===== config.mk =====
export PLATFORM = sky130hd
export DESIGN_NAME = sup_tick_timer
export DESIGN_NICKNAME = d
export VERILOG_FILES = /design/src/rtl/sup_tick_pkg.sv /design/src/rtl/sup_tick_ctrl.sv /design/src/rtl/sup_tick_cross.sv /design/src/rtl/sup_tick_dp.sv /design/src/rtl/sup_tick_timer.sv
export SDC_FILE = /design/constraint.sdc
export NUM_CORES = 1
export LEC_CHECK = 0
export BUFFER_PORTS_ARGS = -buffer_cell sky130_fd_sc_hd__buf_2
export CAP_MARGIN = 20
export CELL_PAD_IN_SITES_DETAIL_PLACEMENT = 1
export CELL_PAD_IN_SITES_GLOBAL_PLACEMENT = 1
export CORE_ASPECT_RATIO = 1.1
export CORE_MARGIN = 2
export CORE_UTILIZATION = 37
export CTS_CLUSTER_SIZE = 25
export DETAILED_ROUTE_END_ITERATION = 16
export GPL_TIMING_DRIVEN = 0
export PLACE_DENSITY = 0.77
export RECOVER_POWER = 50
export SLEW_MARGIN = 20
export SYNTH_ARGS = -nofsm -noshare
export SYNTH_HDL_FRONTEND = slang
export SYNTH_SLANG_ARGS = --single-unit

===== constraint.sdc =====
create_clock -name clk -period 3.2 [get_ports clk]
set_input_delay 0.32 -clock clk [delete_from_list [all_inputs] [get_ports clk]]
set_output_delay 0.32 -clock clk [all_outputs]
set_load 0.01 [all_outputs]

===== src/rtl/sup_tick_pkg.sv =====
package sup_tick_pkg;

  typedef enum logic [1:0] {
    SEL_COUNT = 2'd0,
    SEL_HIGH  = 2'd1,
    SEL_CMP   = 2'd2,
    SEL_RSVD  = 2'd3
  } regSel_e;

  // strobes from control to datapath
  typedef struct packed {
    logic cntWr;    // replace whole count
    logic hiWr;     // replace upper half of count
    logic cmpWr;    // load compare, clear pending
    logic advance;  // add this cycle's increment
    logic crossEn;  // evaluate the crossing test
  } tickStrobe_t;

  typedef struct packed {
    logic pickCount;
    logic pickHigh;
    logic pickCmp;
    logic illegal;
  } readPick_t;

endpackage


===== src/rtl/sup_tick_ctrl.sv =====
module sup_tick_ctrl
  import sup_tick_pkg::*;
#(
  parameter bit WIDE_MODE = 1'b1
) (
  input  logic        wrEn,
  input  logic [1:0]  wrSel,
  input  logic [1:0]  rdSel,
  output tickStrobe_t strb,
  output readPick_t   pick
);

  regSel_e wrKind;
  regSel_e rdKind;

  assign wrKind = regSel_e'(wrSel);
  assign rdKind = regSel_e'(rdSel);

  always_comb begin
    strb = '0;
    if (wrEn) begin
      unique case (wrKind)
        SEL_COUNT: strb.cntWr = 1'b1;
        SEL_HIGH:  strb.hiWr  = 1'b1;
        SEL_CMP:   strb.cmpWr = 1'b1;
        default:   ;
      endcase
    end
    strb.advance = !(strb.cntWr || strb.hiWr);
    strb.crossEn = !(strb.cntWr || strb.hiWr || strb.cmpWr);
  end

  always_comb begin
    pick = '0;
    unique case (rdKind)
      SEL_COUNT: pick.pickCount = 1'b1;
      SEL_HIGH: begin
        if (WIDE_MODE) pick.illegal  = 1'b1;
        else           pick.pickHigh = 1'b1;
      end
      SEL_CMP:   pick.pickCmp = 1'b1;
      default:   pick.illegal = 1'b1;
    endcase
  end

  // at most one write target per cycle
  always_comb begin
    assert_one_target_R5: assert ($onehot0({strb.cntWr, strb.hiWr, strb.cmpWr}))
      else $error("more than one write target");
    // exactly one read choice
    assert_one_read_R9: assert ($countones({pick.pickCount, pick.pickHigh, pick.pickCmp, pick.illegal}) == 1)
      else $error("read choice not unique");
  end

endmodule


===== src/rtl/sup_tick_cross.sv =====
module sup_tick_cross #(
  parameter int CNT_W = 64,
  parameter int CMP_W = 32,
  parameter int INC_W = 8
) (
  input  logic [CMP_W-1:0] lowCount,
  input  logic [CMP_W-1:0] cmpVal,
  input  logic [INC_W-1:0] incAmount,
  output logic             crossHit,
  output logic [CMP_W-1:0] remaining
);

  localparam int PAD_CMP = CNT_W - CMP_W;
  localparam int PAD_INC = CNT_W - INC_W;

  logic [CNT_W-1:0] distBefore;
  logic [CNT_W-1:0] distAfter;

  // signed distance from the compare point, wide enough never to wrap
  assign distBefore = {{PAD_CMP{1'b0}}, lowCount} - {{PAD_CMP{1'b0}}, cmpVal};
  assign distAfter  = distBefore + {{PAD_INC{1'b0}}, incAmount};
  assign crossHit   = distBefore[CNT_W-1] ^ distAfter[CNT_W-1];

  // stepper budget, kept odd so it is never zero
  assign remaining  = (cmpVal - lowCount) | {{(CMP_W-1){1'b0}}, 1'b1};

endmodule


===== src/rtl/sup_tick_dp.sv =====
module sup_tick_dp
  import sup_tick_pkg::*;
#(
  parameter int CNT_W = 64,
  parameter int CMP_W = 32,
  parameter int INC_W = 8
) (
  input  logic             clk,
  input  logic             rst_n,
  input  tickStrobe_t      strb,
  input  readPick_t        pick,
  input  logic [INC_W-1:0] incAmount,
  input  logic [CNT_W-1:0] wrData,
  output logic [CNT_W-1:0] rdData,
  output logic             timerPending,
  output logic [CMP_W-1:0] remaining
);

  localparam int HI_W = CNT_W - CMP_W;

  logic [CNT_W-1:0] countQ;
  logic [CMP_W-1:0] cmpQ;
  logic             pendingQ;
  logic             crossHit;
  logic [CNT_W-1:0] incExt;

  assign incExt = {{(CNT_W-INC_W){1'b0}}, incAmount};

  sup_tick_cross #(
    .CNT_W (CNT_W),
    .CMP_W (CMP_W),
    .INC_W (INC_W)
  ) u_cross (
    .lowCount  (countQ[CMP_W-1:0]),
    .cmpVal    (cmpQ),
    .incAmount (incAmount),
    .crossHit  (crossHit),
    .remaining (remaining)
  );

  always_ff @(posedge clk) begin
    if (!rst_n) begin
      countQ <= '0;
    end else if (strb.cntWr) begin
      countQ <= wrData;
    end else if (strb.hiWr) begin
      countQ <= {wrData[HI_W-1:0], countQ[CMP_W-1:0]};
    end else if (strb.advance) begin
      countQ <= countQ + incExt;
    end
  end

  always_ff @(posedge clk) begin
    if (!rst_n) begin
      cmpQ     <= '0;
      pendingQ <= 1'b0;
    end else if (strb.cmpWr) begin
      cmpQ     <= wrData[CMP_W-1:0];
      pendingQ <= 1'b0;
    end else if (strb.crossEn && crossHit) begin
      pendingQ <= 1'b1;
    end
  end

  always_comb begin
    rdData = '0;
    if (pick.pickCount) rdData = countQ;
    else if (pick.pickHigh) rdData = {{CMP_W{1'b0}}, countQ[CNT_W-1:CMP_W]};
    else if (pick.pickCmp) rdData = {{HI_W{1'b0}}, cmpQ};
  end

  assign timerPending = pendingQ;

  assert_full_load_R3: assert property (@(posedge clk) disable iff (!rst_n)
    strb.cntWr |=> countQ == $past(wrData))
    else $error("count write not loaded");

  assert_low_kept_R4: assert property (@(posedge clk) disable iff (!rst_n)
    strb.hiWr |=> countQ[CMP_W-1:0] == $past(countQ[CMP_W-1:0]))
    else $error("upper-half write disturbed low half");

  assert_advance_R2: assert property (@(posedge clk) disable iff (!rst_n)
    strb.advance |=> countQ == $past(countQ) + $past(incExt))
    else $error("count did not advance by increment");

  assert_cmp_clear_R5: assert property (@(posedge clk) disable iff (!rst_n)
    strb.cmpWr |=> !pendingQ)
    else $error("compare write did not clear pending");

  assert_sticky_R7: assert property (@(posedge clk) disable iff (!rst_n)
    pendingQ && !strb.cmpWr |=> pendingQ)
    else $error("pending dropped without compare write");

  assert_rise_cause_R6: assert property (@(posedge clk) disable iff (!rst_n)
    $rose(pendingQ) |-> $past(strb.crossEn && crossHit))
    else $error("pending set without a crossing");

endmodule


===== src/rtl/sup_tick_timer.sv =====
module sup_tick_timer
  import sup_tick_pkg::*;
#(
  parameter int CNT_W     = 64,
  parameter int CMP_W     = 32,
  parameter int INC_W     = 8,
  parameter bit WIDE_MODE = 1'b1
) (
  input  logic             clk,
  input  logic             rst_n,
  input  logic [INC_W-1:0] incAmount,
  input  logic             wrEn,
  input  logic [1:0]       wrSel,
  input  logic [CNT_W-1:0] wrData,
  input  logic [1:0]       rdSel,
  output logic [CNT_W-1:0] rdData,
  output logic             rdIllegal,
  output logic             timerPending,
  output logic [CMP_W-1:0] remaining
);

  tickStrobe_t strb;
  readPick_t   pick;

  sup_tick_ctrl #(
    .WIDE_MODE (WIDE_MODE)
  ) u_ctrl (
    .wrEn  (wrEn),
    .wrSel (wrSel),
    .rdSel (rdSel),
    .strb  (strb),
    .pick  (pick)
  );

  sup_tick_dp #(
    .CNT_W (CNT_W),
    .CMP_W (CMP_W),
    .INC_W (INC_W)
  ) u_dp (
    .clk          (clk),
    .rst_n        (rst_n),
    .strb         (strb),
    .pick         (pick),
    .incAmount    (incAmount),
    .wrData       (wrData),
    .rdData       (rdData),
    .timerPending (timerPending),
    .remaining    (remaining)
  );

  assign rdIllegal = pick.illegal;

  assert_illegal_zero_R9: assert property (@(posedge clk) disable iff (!rst_n)
    rdIllegal |-> rdData == '0)
    else $error("refused read returned data");

  assert_budget_nonzero_R8: assert property (@(posedge clk) disable iff (!rst_n)
    remaining != '0)
    else $error("stepper budget is zero");

endmodule


* Word-level counts from Yosys, hierarchy flattened
Index checks and enable logic that the tools add are counted.
** Word-level totals
- Flip-flop bits (word level) :: 97
- Latch bits :: 0
- Memory bits (writable) :: 0
- Memory bits (read-only) :: 0
- Output and inout bits :: 98
- Logic and storage cells :: 37
- Memories :: 0
** Operators by class
- $add $sub $neg :: 4
- $mul :: 0
- Div/mod/pow operators :: 0
- Magnitude comparators :: 0
- Equal/unequal tests :: 6
- Shift-type cells :: 0
- Multiplexer cells :: 12
- Bitwise gates (word level) :: 2
- Reduce and logical (&&, ||, !) cells :: 9
** Operators with widths (number)
- two-way mux 64 bit :: 4
- adder 64 x 8 -> 64 bit :: 2
- subtractor 32 x 32 -> 33 bit :: 1
- two-way mux 32 bit :: 1
- subtractor 32 bit :: 1
- two-way mux 1 bit :: 6
- == test 2 bit (second input constant) :: 2
- logical NOT 2 bit :: 2
- OR reduction 2 bit :: 2
- two-way mux 3 bit :: 1
- != test 3 bit (second input constant) :: 1
- == test 2 x 1 -> 1 bit (second input constant) :: 1
- logical OR 1 bit :: 2
- != test 2 x 1 -> 1 bit (second input constant) :: 1
- != test 2 bit (second input constant) :: 1
- AND reduction 2 bit :: 1
- logical AND 1 bit :: 1
- logical NOT 1 bit :: 1
- NOT 1 bit :: 1
- bitwise XOR 1 bit :: 1

* Logic depth before layout (Yosys ltp)
- Word-level depth :: 7
- Depth in mapped cells :: 16
- Mapped depth without buffers :: 16

* Hierarchy
Synthesis repeated with hierarchy kept, for this count alone.
** Unflattened totals
- Cell total of the unflattened synthesis :: 1609
- Area total of the unflattened synthesis :: 10985.5 um^2
** Modules (own cells, without submodules)
- sup_tick_dp :: instances 1, cells an instance 987, area an instance 6911.6 um^2
- sup_tick_cross :: instances 1, cells an instance 612, area an instance 4002.6 um^2
- sup_tick_ctrl :: instances 1, cells an instance 10, area an instance 71.3 um^2

* Least setup slack after synthesis
No wires, ideal clock.
- Path kind :: register to output
- Start :: register u_dp.cmpQ[0]
- End :: output port remaining[28]
- Arrival time :: 3.163 ns
- Data required time :: 2.880 ns
- Slack :: -0.283 ns
- Stages on the path, launching flop included :: 13
- Cell sequence :: dfxtp_1 -> inv_1 -> ha_1 -> fa_1 -> nor2b_1 -> o21ai_0 -> a21boi_0 -> o21ai_0 -> a21oi_1 -> a21oi_1 -> o31ai_1 -> mux2i_1 -> a2111oi_0
** Between the ends
- Word-level cells in the longest chain between the ends :: 1
** RTL lines
- from (decl) :: RTL line sup_tick_dp.sv:22 : logic [CMP_W-1:0] cmpQ;
- from (signal assigned) :: RTL line sup_tick_dp.sv:58 : cmpQ <= wrData[CMP_W-1:0];
- subtractor 32 bit :: RTL line sup_tick_cross.sv:25 : assign remaining = (cmpVal - lowCount) | {{(CMP_W-1){1'b0}}, 1'b1};
- to (decl) :: RTL line sup_tick_timer.sv:19 : output logic [CMP_W-1:0] remaining
Every way passes these cells.

* Final worst setup path
- Start :: register u_dp.countQ[0]
- End :: register u_dp.pendingQ, in the netlist u_dp.timerPending
** Between the ends
- Word-level cells in the longest chain between the ends :: 4
** RTL lines
- from (decl) :: RTL line sup_tick_dp.sv:21 : logic [CNT_W-1:0] countQ;
- from (signal assigned) :: RTL line sup_tick_dp.sv:45 : countQ <= wrData;
- from (signal assigned) :: RTL line sup_tick_dp.sv:47 : countQ <= {wrData[HI_W-1:0], countQ[CMP_W-1:0]};
- from (signal assigned) :: RTL line sup_tick_dp.sv:49 : countQ <= countQ + incExt;
- subtractor 32 x 32 -> 33 bit (*) :: RTL line sup_tick_cross.sv:20 : assign distBefore = {{PAD_CMP{1'b0}}, lowCount} - {{PAD_CMP{1'b0}}, cmpVal};
- adder 64 x 8 -> 64 bit :: RTL line sup_tick_cross.sv:21 : assign distAfter = distBefore + {{PAD_INC{1'b0}}, incAmount};
- bitwise XOR 1 bit (*) :: RTL line sup_tick_cross.sv:22 : assign crossHit = distBefore[CNT_W-1] ^ distAfter[CNT_W-1];
- logical AND 1 bit (*) :: RTL line sup_tick_dp.sv:60 : end else if (strb.crossEn && crossHit) begin
- to (signal assigned) :: RTL line sup_tick_dp.sv:56 : pendingQ <= 1'b0;
- to (signal assigned) :: RTL line sup_tick_dp.sv:59 : pendingQ <= 1'b0;
- to (signal assigned) :: RTL line sup_tick_dp.sv:61 : pendingQ <= 1'b1;
- to (decl) :: RTL line sup_tick_dp.sv:23 : logic pendingQ;
Mark *: on every way between the ends. The rest lies on a longest branch, timed or not.
A chain may end at the register's enable or synchronous reset.

==> load_flow_metrics.sql <==
INSERT INTO impl_metrics (metric_group, metric, value, unit) VALUES
('outcome', 'outcome', 'complete, but fails checks', ''),
('outcome', 'failed_checks', 'negative setup slack', ''),
('floorplan', 'io_pins', '177', ''),
('yosys', 'number_of_cells_produced_by_synthesis', '1388', ''),
('min_path', 'hold_path.class', 'primary input to flip-flop', ''),
('finish', 'postLayoutCellArea', '12530', 'um2'),
('sta', 'finalClockSkew', '0.009776', 'ns'),
('clock_network', 'cts_root_buf', 'clkbuf_16', ''),
('global_routing', 'grt_antenna_before_repair', '0', ''),
('drt', 'drt_pass1_iterations', '5', ''),
('floorplan', 'fp.dieH', '175.5', 'um'),
('sta', 'timing.final.setup_violations', '26', ''),
('power', 'p_leak', '5.250', 'nW'),
('flow_run', 'maxCapViolations', '0', ''),
('drt', 'dr.first_iter.drc_count', '713', ''),
('clock_network', 'cts.reportedPaths.clkPinSlew', '0.08', 'ns'),
('critical_path', 'regToRegEndpoint', 'u_dp.timerPending', ''),
('placement', 'post_place_instance_area', '11210', 'um2'),
('global_routing', 'grt_overflow', '0', ''),
('yosys', 'post-synth-top-area-fraction', '19.64', '%'),
('yosys', 'asyncSetResetFlopFracSynth', '0', '%'),
('global_routing', 'grt_first_pass_wirelength', '63.17', 'mm'),
('floorplan', 'placeableCoreArea', '26220', 'um2'),
('clock_network', 'cts_buffer_depth', '2', ''),
('critical_path', 'r2r_slack', '-0.33', 'ns'),
('yosys', 'synth_seq_cells', '97', ''),
('drt', 'detail_route.vias_per_cell', '5.757', ''),
('floorplan', 'std_cell_rows', '62', ''),
('global_routing', 'total_track_usage', '28.32', '%'),
('clock_network', 'clock_tree.htree_level_count', '3', ''),
('critical_path', 'cp-end-kind', 'flip-flop', ''),
('yosys', 'avgSynthCellArea', '7.125', 'um2'),
('placement', 'routability_congestion_estimate_from_global_placement', '0.9133', ''),
('yosys', 'ys.warnings.count', '0', ''),
('power', 'ir_worst_vdd', '0.2439', 'mV'),
('yosys', 'synth-seq-area-share', '19.64', '%'),
('yosys', 'synth_enable_flop_cells', '0', ''),
('sta', 'rsz0062_at_grt', 'true', ''),
('drt', 'dr_total_vias', '11347', ''),
('sta', 'hold_violations', '0', ''),
('clock_network', 'cts.sink_count', '97', ''),
('min_path', 'hold_startpoint', 'wrData[54]', ''),
('finish', 'fillCellCount', '3399', ''),
('critical_path', 'r2r-start', 'u_dp.countQ[0]', ''),
('yosys', 'synth.distinct_cells', '68', ''),
('clock_network', 'tritoncts_clock_tree', 'done', ''),
('yosys', 'synth.largest_area_cell', 'dfxtp_1', ''),
('placement', 'place_hpwl', '33.07', 'mm'),
('critical_path', 'required_time_worst_endpoint', '3.50', 'ns'),
('min_path', 'timing.hold.worst_endpoint', 'u_dp.countQ[54]', ''),
('sta', 'totalNegativeSetupSlack', '-3.046', 'ns'),
('finish', 'num-nets-final', '1774', ''),
('critical_path', 'crit_arrival', '3.83', 'ns'),
('sta', 'timing.final.max_slew_violations', '0', ''),
('sta', 'timing.final.crit_period', '3.527', 'ns'),
('sta', 'post-route-worst-setup-slack', '-0.3265', 'ns'),
('yosys', 'dominant_cell_by_count_in_the_synthesized_netlist', 'a21oi_1', ''),
('sta', 'headroom_to_the_max_slew_limit', '44.49', '%'),
('clock_network', 'tritoncts.num_buffers', '9', ''),
('yosys', 'synth.top_cells.by_area', 'dfxtp_1 (20%), ha_1 (9.9%), a21oi_1 (7.3%)', ''),
('min_path', 'whs_path_depth', '3', ''),
('yosys', 'synthesis.area', '9889', 'um2'),
('global_routing', 'grt_max_degree', '17', ''),
('critical_path', 'r2r_cells', '16', ''),
('finish', 'antenna_cells', '0', ''),
('floorplan', 'die_w', '159.9', 'um'),
('placement', 'port_buffers', '174', ''),
('floorplan', 'dieArea', '28050', 'um2'),
('drt', 'route.detailed.drc', '0', ''),
('sta', 'clock.fmax', '283.6', 'MHz'),
('yosys', 'ys.flop_type', 'dfxtp_1', '');
cells in the final DEF, fill, tap and decap left out, types with 6 or more instances in the layout:
cell | Yosys | routed
buf_2 | 1 | 160
nand2_1 | 135 | 133
a21oi_1 | 144 | 130
nor2_1 | 115 | 112
inv_1 | 95 | 92
dfxtp_1 | 97 | 79
clkbuf_1 | 82 | 75
ha_1 | 78 | 63
xnor2_1 | 56 | 53
o21ai_0 | 68 | 53
buf_4 | 4 | 50
mux2i_1 | 49 | 49
nor3_1 | 39 | 39
nand2b_1 | 35 | 35
nand3_1 | 31 | 30
a21o_1 | 29 | 29
nand4_1 | 29 | 29
and2_1 | 33 | 27
a211oi_1 | 28 | 24
a221oi_1 | 28 | 24
xor2_1 | 15 | 15
or3_1 | 15 | 15
and3_1 | 14 | 14
nor2b_1 | 16 | 13
dfxtp_2 | 0 | 12
clkbuf_2 | 1 | 11
o21bai_1 | 11 | 11
nor4_1 | 17 | 11
ha_4 | 0 | 11
o211ai_1 | 10 | 10
a311oi_1 | 11 | 10
a21oi_2 | 0 | 9
clkbuf_16 | 0 | 9
o21ai_1 | 1 | 8
and2_0 | 2 | 8
o21a_1 | 8 | 8
buf_6 | 1 | 7
a31oi_1 | 8 | 6
dfxtp_4 | 0 | 6
what timing repair did:
| item | 4_1_cts | 5_1_grt |
|---|---|---|
| setup endpoints to repair | 62 | 47 |
| resized for setup | 117 | 80 |
| hold buffers | 0 | 0 |
| pin swaps | 30 | 40 |
| setup buffers | 25 | 27 |
stage by stage:
step           instances  setup WS [ns]  total power, mW
6_report            1971        -0.3265            5.408
5_1_grt             1971        -0.4165            5.688
2_1_floorplan       1388       0.007556            3.007
4_1_cts             1945        -0.2370            5.120
3_5_place_dp        1914         -1.058            3.805
3_3_place_gp        1914        -0.9634            3.755
where the power goes:
part | total, mW | internal [mW] | switching [mW] | leakage [nW]
sequential | 1.41 | 1.29 | 0.126 | 0.804
combinational | 2.95 | 1.24 | 1.71 | 4.32
clock | 1.05 | 0.532 | 0.516 | 0.129
layer usage:
metal,GRT usage [%],vias to the layer above,part of all wire [%]
met4,8.634,0,2.6
met2,49.95,373,49
met5,0,-,0
met3,2.125,68,4.4
li1,-,5376,-
met1,36.96,5530,44
cell families (layout without fill, tap and decap cells):
| group | count (synthesis) | count (layout) | synth area share [%] |
|---|---|---|---|
| other | 1 | 1 | 0.03792 |
| DFF | 97 | 97 | 19.64 |
| adders and majority gates | 81 | 81 | 10.48 |
| muxes | 53 | 53 | 5.415 |
| and+or+nand+nor | 497 | 497 | 24.77 |
| AOI/OAI and AO/OA | 398 | 398 | 25.91 |
| buffers and inverters | 190 | 421 | 7.464 |
| xor gates and xnor gates | 71 | 71 | 6.288 |
critical path: stages, from the launching register on:
cell	delay, ns
dfxtp_4	0.38
inv_2	0.05
ha_4	0.16
buf_4	0.13
nand2b_1	0.18
a21oi_2	0.24
nor2b_4	0.07
o21ai_2	0.18
xor2_1	0.11
ha_1	0.32
o21ai_2	0.07
a221oi_2	0.30
o2111ai_2	0.17
a2111o_1	0.46
nor4_4	0.32
nand4_1	0.21
nand2_1	0.11
area by class of cell:
cell class	instances	area, um2	area share [%]
repair buffers	224	1250	9.972
well taps	352	440.4	3.514
clock inverters	6	42.54	0.3394
flip-flops and latches	97	1979	15.79
inverters	96	362.8	2.895
multi-input cells	1101	7823	62.41
clock buffers	10	229.0	1.827
plain buffers	85	407.9	3.254
worst max path at each step:
stage                        start           endpoint
floorplan             u_dp.cmpQ[4]  u_dp.timerPending
global placement      u_dp.cmpQ[4]  u_dp.timerPending
detailed placement    u_dp.cmpQ[4]  u_dp.timerPending
CTS                 u_dp.countQ[0]  u_dp.timerPending
global route        u_dp.countQ[0]  u_dp.timerPending
finish              u_dp.countQ[0]  u_dp.timerPending
registers in the layout (all words and copies together) (netlist names):
register	flops
u_dp.timerPending	1
u_dp.countQ	64
u_dp.cmpQ	32
(Power assumes the default switching activity.)
